$ cat config.mk
export PLATFORM = sky130hd
export DESIGN_NAME = tlb_walker
export DESIGN_NICKNAME = d
export VERILOG_FILES = /design/src/rtl/tlb_walker.sv
export SDC_FILE = /design/constraint.sdc
export NUM_CORES = 1
export LEC_CHECK = 0
export CELL_PAD_IN_SITES_DETAIL_PLACEMENT = 1
export CELL_PAD_IN_SITES_GLOBAL_PLACEMENT = 2
export CORE_AREA = 2 2 322 165
export CTS_CLUSTER_DIAMETER = 30
export DETAILED_ROUTE_END_ITERATION = 10
export DIE_AREA = 0 0 324 167
export HOLD_SLACK_MARGIN = 0.1
export PLACE_DENSITY_LB_ADDON = 0.1
export SETUP_SLACK_MARGIN = 0.1
export SLEW_MARGIN = 20
export SYNTH_ARGS = -nofsm -noshare
export SYNTH_HDL_FRONTEND = slang
export SYNTH_SLANG_ARGS = --single-unit
$ cat constraint.sdc
create_clock -name clk -period 10.7 [get_ports clk]
set_input_delay 2.14 -clock clk [delete_from_list [all_inputs] [get_ports clk]]
set_output_delay 2.14 -clock clk [all_outputs]
set_load 0.02 [all_outputs]
$ cat src/rtl/tlb_walker.sv
module tlb_walker #(
  parameter int VA_W    = 32,
  parameter int OFF_W   = 12,
  parameter int ENTRIES = 8
) (
  input  logic              clk,
  input  logic              rst_n,
  input  logic              req_valid,
  input  logic [VA_W-1:0]   req_vaddr,
  input  logic              req_write,
  output logic              req_ready,
  output logic [VA_W-1:0]   rsp_paddr,
  output logic              rsp_page_fault,
  output logic              rsp_prot_fault,
  output logic              rsp_mark_dirty,
  output logic              mem_req_valid,
  input  logic              mem_req_ready,
  output logic [VA_W-1:0]   mem_req_addr,
  input  logic              mem_rsp_valid,
  input  logic [VA_W-1:0]   mem_rsp_data,
  input  logic              base_wr,
  input  logic [VA_W-1:0]   base_wdata,
  input  logic              supervisor,
  output logic              priv_err,
  input  logic              inv_en,
  input  logic [VA_W-OFF_W-1:0] inv_vpn
);
  localparam int VPN_W  = VA_W - OFF_W;
  localparam int IDX_W  = $clog2(ENTRIES);
  localparam int TREE_N = ENTRIES - 1;
  localparam int RES_B  = 0;
  localparam int MOD_B  = 1;
  localparam int WR_B   = 2;

  typedef enum logic [2:0] {S_IDLE, S_REQ, S_WAIT, S_FILL, S_FAULT} state_t;

  state_t             state_q;
  logic [VPN_W-1:0]   tag_q   [ENTRIES];
  logic [VPN_W-1:0]   frame_q [ENTRIES];
  logic [ENTRIES-1:0] val_q, mod_q, wr_q;
  logic [TREE_N-1:0]  tree_q;
  logic [VA_W-1:0]    base_q;
  logic [VPN_W-1:0]   walk_vpn_q, pte_frame_q;
  logic               pte_mod_q, pte_wr_q;

  logic [VPN_W-1:0]   vpn;
  logic [ENTRIES-1:0] hit_vec;
  logic               hit, hit_w, hit_m, idle, take, flush;
  logic [IDX_W-1:0]   hit_idx, victim;
  logic [VPN_W-1:0]   hit_frame;

  assign vpn = req_vaddr[VA_W-1:OFF_W];

  for (genvar i = 0; i < ENTRIES; i++) begin : g_cmp
    assign hit_vec[i] = val_q[i] && (tag_q[i] == vpn);
  end

  function automatic logic [TREE_N-1:0] touch(input logic [TREE_N-1:0] t,
                                              input logic [IDX_W-1:0] idx);
    logic [IDX_W-1:0] n;
    n = '0;
    for (int l = IDX_W - 1; l >= 0; l--) begin
      t[n] = ~idx[l];
      n = (n << 1) + IDX_W'(1) + IDX_W'(idx[l]);
    end
    return t;
  endfunction

  always_comb begin
    hit_idx = '0;
    for (int i = 0; i < ENTRIES; i++)
      if (hit_vec[i]) hit_idx = IDX_W'(i);
  end

  always_comb begin
    logic [IDX_W-1:0] n;
    victim = '0;
    n = '0;
    if (&val_q) begin
      for (int l = IDX_W - 1; l >= 0; l--) begin
        victim[l] = tree_q[n];
        n = (n << 1) + IDX_W'(1) + IDX_W'(tree_q[n]);
      end
    end else begin
      for (int i = ENTRIES - 1; i >= 0; i--)
        if (!val_q[i]) victim = IDX_W'(i);
    end
  end

  assign hit       = |hit_vec;
  assign hit_frame = frame_q[hit_idx];
  assign hit_w     = wr_q[hit_idx];
  assign hit_m     = mod_q[hit_idx];
  assign idle      = (state_q == S_IDLE);
  assign take      = idle && req_valid && hit;
  assign flush     = base_wr && supervisor;

  assign req_ready      = (idle && hit) || (state_q == S_FAULT);
  assign rsp_paddr      = {hit_frame, req_vaddr[OFF_W-1:0]};
  assign rsp_page_fault = (state_q == S_FAULT);
  assign rsp_prot_fault = idle && hit && req_write && !hit_w;
  assign rsp_mark_dirty = idle && hit && req_write && hit_w && !hit_m;
  assign mem_req_valid  = (state_q == S_REQ);
  assign mem_req_addr   = base_q + VA_W'(walk_vpn_q);
  assign priv_err       = base_wr && !supervisor;

  always_ff @(posedge clk or negedge rst_n) begin
    if (!rst_n) begin
      state_q     <= S_IDLE;
      walk_vpn_q  <= '0;
      pte_frame_q <= '0;
      pte_mod_q   <= 1'b0;
      pte_wr_q    <= 1'b0;
    end else begin
      case (state_q)
        S_IDLE:  if (req_valid && !hit) begin
                   walk_vpn_q <= vpn;
                   state_q    <= S_REQ;
                 end
        S_REQ:   if (mem_req_ready) state_q <= S_WAIT;
        S_WAIT:  if (mem_rsp_valid) begin
                   pte_frame_q <= mem_rsp_data[VA_W-1:OFF_W];
                   pte_mod_q   <= mem_rsp_data[MOD_B];
                   pte_wr_q    <= mem_rsp_data[WR_B];
                   state_q     <= mem_rsp_data[RES_B] ? S_FILL : S_FAULT;
                 end
        default: state_q <= S_IDLE;
      endcase
    end
  end

  always_ff @(posedge clk or negedge rst_n) begin
    if (!rst_n) begin
      val_q  <= '0;
      mod_q  <= '0;
      tree_q <= '0;
      base_q <= '0;
    end else begin
      if (state_q == S_FILL) begin
        val_q[victim] <= 1'b1;
        mod_q[victim] <= pte_mod_q;
        tree_q        <= touch(tree_q, victim);
      end else if (take) begin
        tree_q <= touch(tree_q, hit_idx);
        if (rsp_mark_dirty) mod_q[hit_idx] <= 1'b1;
      end
      if (inv_en)
        for (int i = 0; i < ENTRIES; i++)
          if (tag_q[i] == inv_vpn) val_q[i] <= 1'b0;
      if (flush) begin
        val_q  <= '0;
        base_q <= base_wdata;
      end
    end
  end

  always_ff @(posedge clk) begin
    if (state_q == S_FILL) begin
      tag_q[victim]   <= walk_vpn_q;
      frame_q[victim] <= pte_frame_q;
      wr_q[victim]    <= pte_wr_q;
    end
  end

  p_one_match_r2: assert property (@(posedge clk) disable iff (!rst_n)
    $onehot0(hit_vec));

  p_walk_stall_r3: assert property (@(posedge clk) disable iff (!rst_n)
    (state_q == S_REQ || state_q == S_WAIT || state_q == S_FILL) |-> !req_ready);

  p_mem_hold_r3: assert property (@(posedge clk) disable iff (!rst_n)
    mem_req_valid && !mem_req_ready |=> mem_req_valid && $stable(mem_req_addr));

  p_fault_source_r4: assert property (@(posedge clk) disable iff (!rst_n)
    rsp_page_fault |-> $past(mem_rsp_valid) && !$past(mem_rsp_data[RES_B]));

  p_prot_keeps_mod_r6: assert property (@(posedge clk) disable iff (!rst_n)
    req_valid && rsp_prot_fault |=> mod_q == $past(mod_q));

  p_user_base_r8: assert property (@(posedge clk) disable iff (!rst_n)
    priv_err |=> $stable(base_q));

  p_flush_r9: assert property (@(posedge clk) disable iff (!rst_n)
    base_wr && supervisor |=> val_q == '0);
endmodule

After elaboration in Yosys (flattened, before gate mapping)

Memories as Yosys holds them, arrays and structs flattened.
Cells that the tools add are included.

Flip-flop bits (word level): 108
Bits in writable memories: 320
Input bits: 125
Logic and storage cells: 170
Memories kept: 2

Memories:

| name    | words | width | rd ports | clocked after memory_dff | wr ports | line | RTL |
|---|---|---|---|---|---|---|---|
| frame_q | 8     | 20    | 1        | 0                        | 1        | 39   | `logic [VPN_W-1:0] frame_q [ENTRIES];` |
| tag_q   | 8     | 20    | 8        | 0                        | 1        | 38   | `logic [VPN_W-1:0] tag_q [ENTRIES];` |

$add $sub $neg: 10
Order comparisons: 14
Eq/ne operators: 23
Multiplexer cells: 65
Bitwise gates (word level): 8
Reductions and logical operators: 38

Operators by type and width:

| operator                                                           | count |
|---|---|
| equality test 20 bit                                               | 16 |
| 2-to-1 mux 3 bit                                                   | 17 |
| 2-to-1 mux 8 bit                                                   | 6 |
| adder 32 x 20 -> 32 bit                                            | 1 |
| bitwise mux 7 bit                                                  | 4 |
| logical AND 1 bit                                                  | 24 |
| 2-to-1 mux 1 bit                                                   | 21 |
| less-than comparator 3 x 4 -> 1 bit (second input constant)        | 5 |
| demux 1 bit (select 3 bit)                                         | 6 |
| bitwise mux 8 bit                                                  | 2 |
| OR 8 bit                                                           | 2 |
| 2-to-1 mux 7 bit                                                   | 2 |
| binary-select mux 1 bit (select 3 bit)                             | 4 |
| greater-or-equal comparator 3 x 1 -> 1 bit (second input constant) | 4 |
| less-than comparator 2 x 4 -> 1 bit (second input constant)        | 3 |
| adder 3 x 1 -> 3 bit                                               | 3 |
| adder 3 x 1 -> 3 bit (second input constant)                       | 3 |
| one-hot mux 3 bit (3 select lines)                                 | 1 |
| AND reduction 8 bit                                                | 1 |
| OR reduction 8 bit                                                 | 1 |
| adder 1 x 1 -> 2 bit (first input constant)                        | 3 |
| equality test 3 x 2 -> 1 bit (second input constant)               | 2 |
| NOT 1 bit                                                          | 6 |
| AND reduction 2 bit                                                | 3 |
| other kinds (11)                                                   | 18 |

Logic depth before layout (Yosys ltp)

An unclocked memory read counts as a cell.

Depth after elaboration: 20
Mapped depth: 16

Least setup slack after synthesis

No wires, ideal clock.

Path type: in2out
Start point: in req_vaddr[16]
End point: out rsp_prot_fault
Arrival time: 4922 ps
Setup slack: 3638 ps
Cell stages on the path: 10
Cells stage by stage: buf_4 xor2_1 or4b_1 or4_4 o211ai_2 o311ai_2 buf_4 o311ai_2 a31oi_4 nor3_1

Word-level cells in the longest chain between the ends: 13
Elaborated cells between the ends (all ways): 30

Ends and longest elaborated chain:

| item                                   | line | RTL |
|---|---|---|
| start: declaration                     | 9    | `input logic [VA_W-1:0] req_vaddr,` |
| equality test 20 bit                   | 55   | `assign hit_vec[i] = val_q[i] && (tag_q[i] == vpn);` |
| logical AND 1 bit                      | 55   |  |
| 2-to-1 mux 1 bit                       | 72   | `if (hit_vec[i]) hit_idx = IDX_W'(i);` |
| 2-to-1 mux 2 bit (2 in a row)          | 72   |  |
| 2-to-1 mux 3 bit (4 in a row)          | 72   |  |
| binary-select mux 1 bit (select 3 bit) | 92   | `assign hit_w = wr_q[hit_idx];` |
| 2-to-1 mux 1 bit (implied by the code) | 92   |  |
| logical NOT 1 bit                      | 101  | `assign rsp_prot_fault = idle && hit && req_write && !hit_w;` |
| logical AND 1 bit (*)                  | 101  |  |
| end: declaration                       | 14   | `output logic rsp_prot_fault,` |

Every way passes the cells marked *; elsewhere a longest branch is shown, timed or not. The select of a mux whose other input is x is not followed.

Final worst setup path

Start point: in req_vaddr[28]
End point: out rsp_mark_dirty

Word-level cells in the longest chain between the ends: 13
Elaborated cells between the ends (all ways): 33

Ends and longest elaborated chain:

| item                                                      | line   | RTL |
|---|---|---|
| equality test 20 bit                                      | 55     |  |
| logical AND 1 bit                                         | 55     |  |
| 2-to-1 mux 1 bit                                          | 72     |  |
| 2-to-1 mux 2 bit (2 in a row)                             | 72     |  |
| 2-to-1 mux 3 bit (4 in a row)                             | 72     |  |
| binary-select mux 1 bit (select 3 bit) (on tied branches) | 92, 93 |  |
| 2-to-1 mux 1 bit (on tied branches)                       | 92, 93 |  |
| logical AND 1 bit or logical NOT 1 bit (tied branches)    | 102    | `assign rsp_mark_dirty = idle && hit && req_write && hit_w && !hit_m;` |
| logical AND 1 bit (*)                                     | 102    |  |
| end: declaration                                          | 15     | `output logic rsp_mark_dirty,` |

Marked as above.

==> impl_metrics.toml <==
[outcome]
status = "finished, final reports clean"

[critical_path]
max_stage_delay_ns = 0.87
critical-path-top-delay-family = "simple AND/OR/NAND/NOR gates"
critPathBufInv = 2
worstPathCellList = "clkdlybuf4s50_1 > xnor2_1 > nand4_1 > nor4_1 > nand4_1 > and2_0 > o21ai_1 > o311ai_2 > a31oi_4 > o211a_1 > clkdlybuf4s50_1"
critPathSlowestCell = "xnor2_1"
startpoint_type = "primary input"
path_class = "in2out"
cp-end-kind = "output port"
crit_path_max_fanout = 9
cp_data_arrival_time_ns = 7.47
critPathRequiredTime_ns = 8.56

[sta]
max_freq_mhz = 104.0
finalSetupViolations = 0
fin_crit_sh_pct = 89.83
slew_violations = 0
worstMarginPinSlew_ns = 1.212
slew_headroom_pct = 18.62
skew_ns = 0.02887
fin_crit_ns = 9.612
fin_setup_tns_ns = 0
rsz0062_at_grt = "no"
layout_setup_ws_ns = 1.088
hold_ws_ns = 0.4838
final-hold-violation-count = 0

[cts]
htreeDepth = 3
clock-sinks = 428
cts-resized-gates = 0
cts_root_buf = "clkbuf_16"
post_cts_buffers = 0
clk_pin_slew_ns = 0.05
cts_tree = "built"
numCtsBuffers = 70
postCtsHoldBufs = 0
clk-insertion-delay-late_ns = 0.62
cts.path.max_buffers = 3

[layout]
stdcell_count = 2675
area_delta_synth_final_pct = 22.46
final_common_cell = "edfxtp_1"
mostFrequentLayoutCells = "328 x edfxtp_1, 220 x xnor2_1, 184 x nand2_1, 160 x clkdlybuf4s50_1, 127 x xor2_1"
nNetsFinal = 2076
drive_gt1_share_pct = 14.94
antennaDiodeCount = 0

[place]
dpl.hpwl_um = 57190
placed_cells = 2546
place_congestion = 1.043
io_buffers = 161
place_ws_ns = 1.439

[floorplanning]
die_w_um = 324
die_h_um = 167
coreArea_um2 = 51310
ios = 195
rows = 59
die-area_um2 = 54110
start_util_pct = 42.45

[global_route]
grt_max_degree = 86
antenna_found_initial = 0
use_met3_pct = 15.60
gr-max-usage-layer = "met1"
track_usage_pct = 30.25
met2_usage_pct = 36.35
grt-ovfl-total = 0
use_met1_pct = 47.01
grt_pass1_vias = 15710
grt_pass1_wl_um = 115400

[flow_run]
drv_cap = 0

[detailed_routing]
wire_per_inst_um = 30.19
drc = 0
vias_per_cell = 5.807
drtAntennaViolNets = 0
drt-initial-drc-count = 1808
drt-pass1-iter-count = 5
wl_um = 80750
vias = 15540

[synthesis]
synthArstFlopShare_pct = 23.36
ys_seq_area_share_pct = 56.72
synth-seq-cells = 428
yosys.cell_types.count = 81
syn_nets = 1900
synth_edf_count = 328
synth_area_per_cell_um2 = 12.51
yosys_warnings = 0
ys_dominant_reg_cell = "edfxtp_1"
netlist_area_um2 = 21780
syn_inst = 1741

[min_path]
hold_class = "reg2reg"

[power]
power_density_nw_per_um2 = 240.0
irDropWorstVdd_mv = 0.1243
leakage_nw = 9.880
## sequential cells by signal (all words and copies together) (netlist names)
signal	cells
wr_q	8
pte_mod_q	1
base_q	32
val_q	8
tag_q	160
tree_q	7
frame_q	160
state_q	3
pte_frame_q	20
pte_wr_q	1
walk_vpn_q	20
mod_q	8
## path summary, 6_finish.rpt
path / endpoint / slack [ns] / from / cells past startpoint
worst max-delay path: rsp_mark_dirty / 1.09 / req_vaddr[28] / 11
worst min-delay path: base_q[14]$_DFFE_PN0P_ / 0.48 / base_q[14]$_DFFE_PN0P_ / 2
worst max register to register: tree_q[1]$_DFFE_PN0P_ / 5.63 / tag_q[7][16]$_DFFE_PP_ / 14
worst min register to register: base_q[14]$_DFFE_PN0P_ / 0.48 / base_q[14]$_DFFE_PN0P_ / 2
max in group asynchronous: tree_q[5]$_DFFE_PN0P_ / 7.74 / rst_n / 2
min in group asynchronous: base_q[0]$_DFFE_PN0P_ / 1.59 / rst_n / 1
## kinds of logic (layout without fill, tap and decap cells)
family	count (synthesis)	count (layout)	synth area share, %
muxes	133	133	6.934
xor gates and xnor gates	347	347	13.95
DFF	428	428	56.72
buffers and inverters	126	359	2.867
AOI/OAI and AO/OA	176	176	5.849
adders and majority gates	34	34	1.988
and+or+nand+nor	497	497	11.69
## per-stage QoR
step / util (%) / area (µm²) / total power [mW]
4_1_cts: 51.98 / 26670 / 6.397
2_1_floorplan: - / 21780 / 3.200
6_report: 51.98 / 26670 / 6.400
3_3_place_gp: 47.10 / 24160 / 3.917
5_1_grt: 51.98 / 26670 / 6.612
3_5_place_dp: 47.10 / 24160 / 3.966
## per-layer routing
layer | routed length (µm) | part of all wire [%]
met1 | 38420 | 48
met2 | 29410 | 36
met3 | 11820 | 15
met4 | 1103 | 1.4
met5 | 0 | 0
## power by group
part	total [mW]	internal (mW)	switching, mW
Clock	2.43	1.52	0.908
Sequential	2.56	2.17	0.390
Combinational	1.41	0.606	0.808
Total	6.40	4.29	2.11
## synthesized netlist by cell type (5+ instances only)
cell,count,share of area [%]
nor2_1,48,0.83
xor2_1,127,5.1
clkbuf_1,49,0.84
edfxtp_1,328,45
nand2b_1,6,0.17
xnor2_1,220,8.8
mux2i_1,50,2.3
inv_1,29,0.50
nor2b_1,7,0.20
a21oi_1,26,0.60
nand3_1,46,1.1
mux2_2,56,2.9
and2_1,6,0.17
o211ai_2,21,1.2
o21a_1,5,0.17
buf_2,13,0.30
nor3b_1,7,0.24
ha_1,33,1.9
buf_4,20,0.69
o21ai_0,17,0.39
nor4_1,42,1.2
nor3_1,27,0.62
mux2_4,20,1.4
nand4_1,70,2.0
dfrtp_1,100,11
mux2_1,7,0.36
buf_6,8,0.41
buf_1,7,0.12
and3_1,14,0.40
a21o_1,6,0.21
a31oi_1,8,0.23
o21ai_1,49,1.1
nand2_1,184,3.2
## area by class of cell
class | count | area (µm²)
timing repair buffer | 201 | 1947
inverter | 29 | 108.9
clock buffer | 80 | 1852
fill | 5201 | 24640
sequential | 428 | 12350
tap | 701 | 877.1
clock inverter | 49 | 653.1
multi-input combinational | 1187 | 8880
## worst reg2reg max path: cells and delay by family, from the launching register on
kind	cells	cell delay, ns
xor gates and xnor gates	1	0.73
and+or+nand+nor	6	2.33
AOI/OAI and AO/OA	5	0.91
adders and majority gates	1	0.33
DFF	1	0.42
buffers and inverters	1	0.22
(Power assumes the default switching activity.)
